<file path="src/rtl/regwin_pkg.sv">
package regwin_pkg;

    localparam int REGS_PER_WIN_DEF = 16;

    typedef enum logic [1:0] {
        ST_IDLE  = 2'd0,
        ST_SPILL = 2'd1,
        ST_FILL  = 2'd2,
        ST_FLUSH = 2'd3
    } rw_state_e;

    typedef enum logic [1:0] {
        OP_NONE    = 2'd0,
        OP_SAVE    = 2'd1,
        OP_RESTORE = 2'd2,
        OP_FLUSH   = 2'd3
    } rw_op_e;

    typedef struct packed {
        logic save_hit;
        logic restore_hit;
    } rw_hazard_t;

    // window arithmetic modulo n, step d in [-2, +2]
    function automatic int win_step(int w, int d, int n);
        return (w + d + 2 * n) % n;
    endfunction

    // fixed priority: save, then restore, then flush
    function automatic rw_op_e pick_op(logic sv, logic rs, logic fl);
        if (sv)      return OP_SAVE;
        else if (rs) return OP_RESTORE;
        else if (fl) return OP_FLUSH;
        else         return OP_NONE;
    endfunction

endpackage

</file>
<file path="src/rtl/regwin_hazard.sv">
module regwin_hazard
    import regwin_pkg::*;
#(
    parameter int NWIN = 8,
    localparam int CW = $clog2(NWIN)
) (
    input  logic [CW-1:0]   cwp_i,
    input  logic [NWIN-1:0] wim_i,
    output logic [CW-1:0]   cwp_m1_o,
    output logic [CW-1:0]   cwp_m2_o,
    output logic [CW-1:0]   cwp_p1_o,
    output rw_hazard_t      hz_o
);

    always_comb begin
        cwp_m1_o = CW'(win_step(int'(cwp_i), -1, NWIN));
        cwp_m2_o = CW'(win_step(int'(cwp_i), -2, NWIN));
        cwp_p1_o = CW'(win_step(int'(cwp_i),  1, NWIN));
        hz_o.save_hit    = wim_i[cwp_m1_o];
        hz_o.restore_hit = wim_i[cwp_p1_o];
    end

endmodule

</file>
<file path="src/rtl/regwin_rotate.sv">
module regwin_rotate #(
    parameter int NWIN = 8
) (
    input  logic [NWIN-1:0] wim_i,
    output logic [NWIN-1:0] rot_r_o,
    output logic [NWIN-1:0] rot_l_o
);

    for (genvar i = 0; i < NWIN; i++) begin : g_bit
        assign rot_r_o[i] = wim_i[(i + 1) % NWIN];
        assign rot_l_o[i] = wim_i[(i + NWIN - 1) % NWIN];
    end

endmodule

</file>
<file path="src/rtl/regwin_xfer.sv">
module regwin_xfer #(
    parameter int NWIN         = 8,
    parameter int REGS_PER_WIN = 16,
    localparam int CW = $clog2(NWIN),
    localparam int IW = $clog2(REGS_PER_WIN)
) (
    input  logic          clk,
    input  logic          rst,
    input  logic          load_i,
    input  logic [CW-1:0] load_win_i,
    input  logic          stop_i,
    input  logic          ack_i,
    output logic          active_o,
    output logic [CW-1:0] win_o,
    output logic [IW-1:0] idx_o,
    output logic          beat_last_o
);

    localparam logic [IW-1:0] IDX_LAST = IW'(REGS_PER_WIN - 1);

    always_ff @(posedge clk) begin
        if (rst) begin
            active_o <= 1'b0;
            win_o    <= '0;
            idx_o    <= '0;
        end else if (load_i) begin
            active_o <= 1'b1;
            win_o    <= load_win_i;
            idx_o    <= '0;
        end else if (stop_i) begin
            active_o <= 1'b0;
            idx_o    <= '0;
        end else if (active_o && ack_i) begin
            idx_o <= idx_o + 1'b1;
        end
    end

    assign beat_last_o = active_o && ack_i && (idx_o == IDX_LAST);

endmodule

</file>
<file path="src/rtl/regwin_mgr.sv">
module regwin_mgr
    import regwin_pkg::*;
#(
    parameter int NWIN         = 8,
    parameter int REGS_PER_WIN = REGS_PER_WIN_DEF,
    localparam int CW = $clog2(NWIN),
    localparam int IW = $clog2(REGS_PER_WIN)
) (
    input  logic            clk,
    input  logic            rst,
    input  logic            op_mode,
    input  logic            save_req,
    input  logic            restore_req,
    input  logic            flush_req,
    input  logic            mem_ack,
    output logic            busy,
    output logic            done,
    output logic            ovf_trap,
    output logic            unf_trap,
    output logic [CW-1:0]   cwp,
    output logic [NWIN-1:0] wim,
    output logic            mem_req,
    output logic            mem_we,
    output logic [CW-1:0]   mem_win,
    output logic [IW-1:0]   mem_idx
);

    localparam logic [NWIN-1:0] WIM_RST = NWIN'(2);

    rw_state_e       state;
    rw_op_e          op;
    rw_hazard_t      hz;
    logic [CW-1:0]   cwp_m1, cwp_m2, cwp_p1;
    logic [NWIN-1:0] wim_rr, wim_rl, wim_single;
    logic            xfer_load, xfer_stop, beat_last;
    logic [CW-1:0]   xfer_win, flush_next;
    logic            flush_end;

    regwin_hazard #(.NWIN(NWIN)) u_hazard (
        .cwp_i    (cwp),
        .wim_i    (wim),
        .cwp_m1_o (cwp_m1),
        .cwp_m2_o (cwp_m2),
        .cwp_p1_o (cwp_p1),
        .hz_o     (hz)
    );

    regwin_rotate #(.NWIN(NWIN)) u_rotate (
        .wim_i   (wim),
        .rot_r_o (wim_rr),
        .rot_l_o (wim_rl)
    );

    regwin_xfer #(.NWIN(NWIN), .REGS_PER_WIN(REGS_PER_WIN)) u_xfer (
        .clk         (clk),
        .rst         (rst),
        .load_i      (xfer_load),
        .load_win_i  (xfer_win),
        .stop_i      (xfer_stop),
        .ack_i       (mem_ack),
        .active_o    (mem_req),
        .win_o       (mem_win),
        .idx_o       (mem_idx),
        .beat_last_o (beat_last)
    );

    assign op         = pick_op(save_req, restore_req, flush_req);
    assign wim_single = NWIN'(1) << cwp_p1;
    assign flush_next = CW'(win_step(int'(mem_win), 1, NWIN));
    assign flush_end  = (flush_next == cwp) || wim[flush_next];
    assign busy       = (state != ST_IDLE);
    assign mem_we     = (state == ST_SPILL) || (state == ST_FLUSH);

    // transfer sequencer control
    always_comb begin
        xfer_load = 1'b0;
        xfer_stop = 1'b0;
        xfer_win  = '0;
        unique case (state)
            ST_IDLE: begin
                unique case (op)
                    OP_SAVE: if (hz.save_hit && !op_mode) begin
                        xfer_load = 1'b1;
                        xfer_win  = cwp_m2;
                    end
                    OP_RESTORE: if (hz.restore_hit && !op_mode) begin
                        xfer_load = 1'b1;
                        xfer_win  = cwp_p1;
                    end
                    OP_FLUSH: if (!hz.restore_hit) begin
                        xfer_load = 1'b1;
                        xfer_win  = cwp_p1;
                    end
                    default: ;
                endcase
            end
            ST_SPILL, ST_FILL: xfer_stop = beat_last;
            ST_FLUSH: begin
                if (beat_last) begin
                    if (flush_end) begin
                        xfer_stop = 1'b1;
                    end else begin
                        xfer_load = 1'b1;
                        xfer_win  = flush_next;
                    end
                end
            end
            default: ;
        endcase
    end

    // window state and completion
    always_ff @(posedge clk) begin
        if (rst) begin
            state    <= ST_IDLE;
            cwp      <= '0;
            wim      <= WIM_RST;
            done     <= 1'b0;
            ovf_trap <= 1'b0;
            unf_trap <= 1'b0;
        end else begin
            done     <= 1'b0;
            ovf_trap <= 1'b0;
            unf_trap <= 1'b0;
            unique case (state)
                ST_IDLE: begin
                    unique case (op)
                        OP_SAVE: begin
                            if (!hz.save_hit) begin
                                cwp  <= cwp_m1;
                                done <= 1'b1;
                            end else if (op_mode) begin
                                ovf_trap <= 1'b1;
                            end else begin
                                state <= ST_SPILL;
                            end
                        end
                        OP_RESTORE: begin
                            if (!hz.restore_hit) begin
                                cwp  <= cwp_p1;
                                done <= 1'b1;
                            end else if (op_mode) begin
                                unf_trap <= 1'b1;
                            end else begin
                                state <= ST_FILL;
                            end
                        end
                        OP_FLUSH: begin
                            if (hz.restore_hit) begin
                                wim  <= wim_single;
                                done <= 1'b1;
                            end else begin
                                state <= ST_FLUSH;
                            end
                        end
                        default: ;
                    endcase
                end
                ST_SPILL: begin
                    if (beat_last) begin
                        state <= ST_IDLE;
                        cwp   <= cwp_m1;
                        wim   <= wim_rr;
                        done  <= 1'b1;
                    end
                end
                ST_FILL: begin
                    if (beat_last) begin
                        state <= ST_IDLE;
                        cwp   <= cwp_p1;
                        wim   <= wim_rl;
                        done  <= 1'b1;
                    end
                end
                ST_FLUSH: begin
                    if (beat_last && flush_end) begin
                        state <= ST_IDLE;
                        wim   <= wim_single;
                        done  <= 1'b1;
                    end
                end
                default: state <= ST_IDLE;
            endcase
        end
    end

endmodule

</file>
<file path="config.mk">
export PLATFORM = sky130hd
export DESIGN_NAME = regwin_mgr
export DESIGN_NICKNAME = d
export VERILOG_FILES = /design/src/rtl/regwin_pkg.sv /design/src/rtl/regwin_hazard.sv /design/src/rtl/regwin_rotate.sv /design/src/rtl/regwin_xfer.sv /design/src/rtl/regwin_mgr.sv
export SDC_FILE = /design/constraint.sdc
export NUM_CORES = 1
export LEC_CHECK = 0
export CORE_MARGIN = 2
export CORE_UTILIZATION = 55
export CTS_CLUSTER_SIZE = 14
export DETAILED_ROUTE_END_ITERATION = 7
export PLACE_DENSITY_LB_ADDON = 0.1
export SLEW_MARGIN = 20
export SYNTH_ARGS = -nofsm -noshare
export SYNTH_HDL_FRONTEND = slang
export SYNTH_SLANG_ARGS = --single-unit
</file>
<file path="constraint.sdc">
create_clock -name clk -period 3.17 [get_ports clk]
set_input_delay 0.634 -clock clk [delete_from_list [all_inputs] [get_ports clk]]
set_output_delay 0.634 -clock clk [all_outputs]
set_load 0.02 [all_outputs]
</file>
==> metrics <==
die extent in x=65.1 um; syn avg cell area=8.66 um2; CP max stage delay=0.47 ns; yosys warns=0; crit path DAT=3.05 ns; Hold Path Class=reg2reg; routed len/inst=15.1 um; IO buf count=30; Critical Path RT=3.36 ns; final slew viol count=0; Vias=1834; Final Hold Viols=0; relative slew slack=47.3%; routability-driven placement congestion ratio=0.849; CTS tree=yes; ratio of cells with drive above 1 in the final layout=12.8%; CTS Buf Count=3; P&R area growth vs syn=20.0%; Min-Delay Path Depth=2; number of synthesized flops with an enable pin=0; RSZ-0062 raised after global routing=no; worst reg2reg setup slack=0.30 ns; Clock Latency Late Sink=0.27 ns; total global routing overflow=0; Mapped Area=2050 um2; Rows=22; register area share after synthesis=23.4%; synthesized net count=262; final WL=4.73 mm; GRT Total Usage=23.5%; Tmin final=2.87 ns; drt via density=5.84; Crit. End Element=flop; commonest non-fill, non-tap cells in the layout=nor2_1, clkdlybuf4s50_1, dfxtp_1; slowest CP cell=dfxtp_1; largest net degree at the start of global routing=26; clk slew on worst S/H paths=0.09 ns; Finish-stage setup viols=0; # clock sinks=24; hold endpoint=u_xfer.idx_o[1]; initial core utilization=56.5%; first-pass GRT wire length=7.82 mm; H-tree Lvls=1; number of global-route vias before repair=1606; Synth Flop Type=dfxtp_1; DRT Pass-1 Iters=4; R2R Path End=state[1]; I/O pin count=31; critical path class=reg2reg; reg-to-reg startpoint=cwp[0]; Max Fclk=349 MHz; fin cells=314; Routed Antenna Nets=0; full die area=4240 um2; Worst setup SP type=flop; Hold Slack=0.506 ns; Iter 0 DRT Violations=138; Die Y=65.1 um; outcome=finished clean; Worst Path Max Fanout=6; Post-CTS Hold Buffers=0; Cell Count Post-Placement=310; Reg2Reg Depth=9; initial antenna violation count=0; Post-CTS Setup Bufs=0; root buffer selected by CTS=clkbuf_8; asr flop ratio synth=0%; Leak Pwr=0.000977 uW; setup_tns=0 ns; Mapped Cells=237; Core ar.=3630 um2; maxcap violations=0; DRC=0; fill cell count=333; Worst Max-Slew Pin Slew=0.790 ns; post-synthesis cell type count=55; cell breakdown of the critical path=inv_2 > ha_1 > xnor2_2 > mux2_4 > nor4_4 > o22ai_1 > o31ai_2 > nand2_1 > o31ai_1; clock buffer depth=2; Setup Skew=0.00197 ns; post_cts resized=0; Antenna Cells=0; min-delay src=u_xfer.idx_o[1]; HPWL Detailed=3.47 mm; Worst VDD drop=761 uV; Total Nets Final=292; Yosys reg bits=24; crit share post-route=90.4%; pwr dens=990 nW/um2
## layout make-up
| class | count | area [um2] | area share (%) |
|---|---|---|---|
| multi-input combinational | 188 | 1470 | 59.5 |
| tap | 48 | 60.1 | 2.44 |
| timing repair buffer | 37 | 353 | 14.3 |
| clock buffer | 4 | 55.1 | 2.23 |
| sequential | 24 | 480 | 19.5 |
| inverter | 13 | 48.8 | 1.98 |
## Yosys cell counts, drive strengths merged (3+ instances only)
cell type,count,area share [%]
o21ai,12,2.9
nor2b,3,0.91
mux2,4,2.6
nor2,30,5.5
a22o,8,3.4
xor2,3,1.6
xnor2,6,2.9
buf,4,1.3
nor3b,5,1.8
nor3,3,0.73
a211oi,5,2.1
a211o,3,1.3
mux4,4,4.4
nand3,5,1.2
a31oi,4,2.0
clkbuf,8,1.5
nand2,17,3.1
mux2i,13,6.9
dfxtp,24,23
ha,18,11
a21oi,10,2.6
o22ai,3,0.91
nand2b,4,1.2
nand3b,3,1.1
inv,13,2.4
## routing by layer
layer  vias up  track usage [%]  share of wire, %
met5         -                0                 0
li1        912                -                 -
met2        66             34.7                44
met1       853             36.1                50
met3         3             3.08               6.3
met4         0             5.73              0.34
## registers in the layout, indices dropped and copies added (netlist names)
name	cells
cwp	3
unf_trap	1
u_xfer.idx_o	4
ovf_trap	1
wim	8
state	2
u_xfer.win_o	3
u_xfer.active_o	1
done	1
## cell families (layout without fill, tap and decap cells)
| group | after synthesis | in the layout | share of synthesized area (%) |
|---|---|---|---|
| buffers and inverters | 25 | 54 | 5.12 |
| AND/OR/NAND/NOR | 82 | 82 | 21.2 |
| multiplexers | 21 | 21 | 13.9 |
| AO/OA/AOI/OAI | 58 | 58 | 20.8 |
| flip-flops | 24 | 24 | 23.4 |
| XOR/XNOR | 9 | 9 | 4.57 |
| adder cells (fa/ha/maj) | 18 | 18 | 11.0 |
## report_power, final
part	switching (uW)	total (uW)	leakage [uW]	internal, uW
logic	933	1730	0.000752	794
clock network	106	217	0.0000288	111
registers	120	496	0.000196	376
## how the worst max path moves through the flow
stage	from	end	slack [ns]	cells after the start
2_1_floorplan	cwp[1]	state[1]	0.43	10
3_3_place_gp	restore_req	wim[1]	0.33	10
3_5_place_dp	flush_req	u_xfer.win_o[2]	0.27	11
4_1_cts	cwp[0]	state[1]	0.31	9
5_1_grt	cwp[0]	state[1]	0.09	9
6_report	cwp[0]	state[1]	0.30	9
## per-stage QoR
| step | setup slack (ns) | cell area, um2 | utilization, % | power (uW) |
|---|---|---|---|---|
| final | 0.304 | 2460 | 67.8 | 2440 |
| after global routing | 0.0950 | 2460 | 67.8 | 2620 |
| after CTS | 0.305 | 2460 | 67.8 | 2440 |
| after detailed placement | 0.274 | 2410 | 66.3 | 2220 |
| after global placement | 0.329 | 2410 | 66.3 | 2210 |
| after floorplan | 0.431 | 2050 | - | 1790 |
## worst max-delay path: cells and delay by family (launching register included)
family / cells / cell delay, ns
compound gates: 3 / 0.73
xor+xnor: 1 / 0.31
fa+ha+maj: 1 / 0.25
buf+inv: 1 / 0.13
flops: 1 / 0.47
mux: 1 / 0.35
simple gates: 2 / 0.55
No activity file was read; power rests on OpenSTA's default activity.
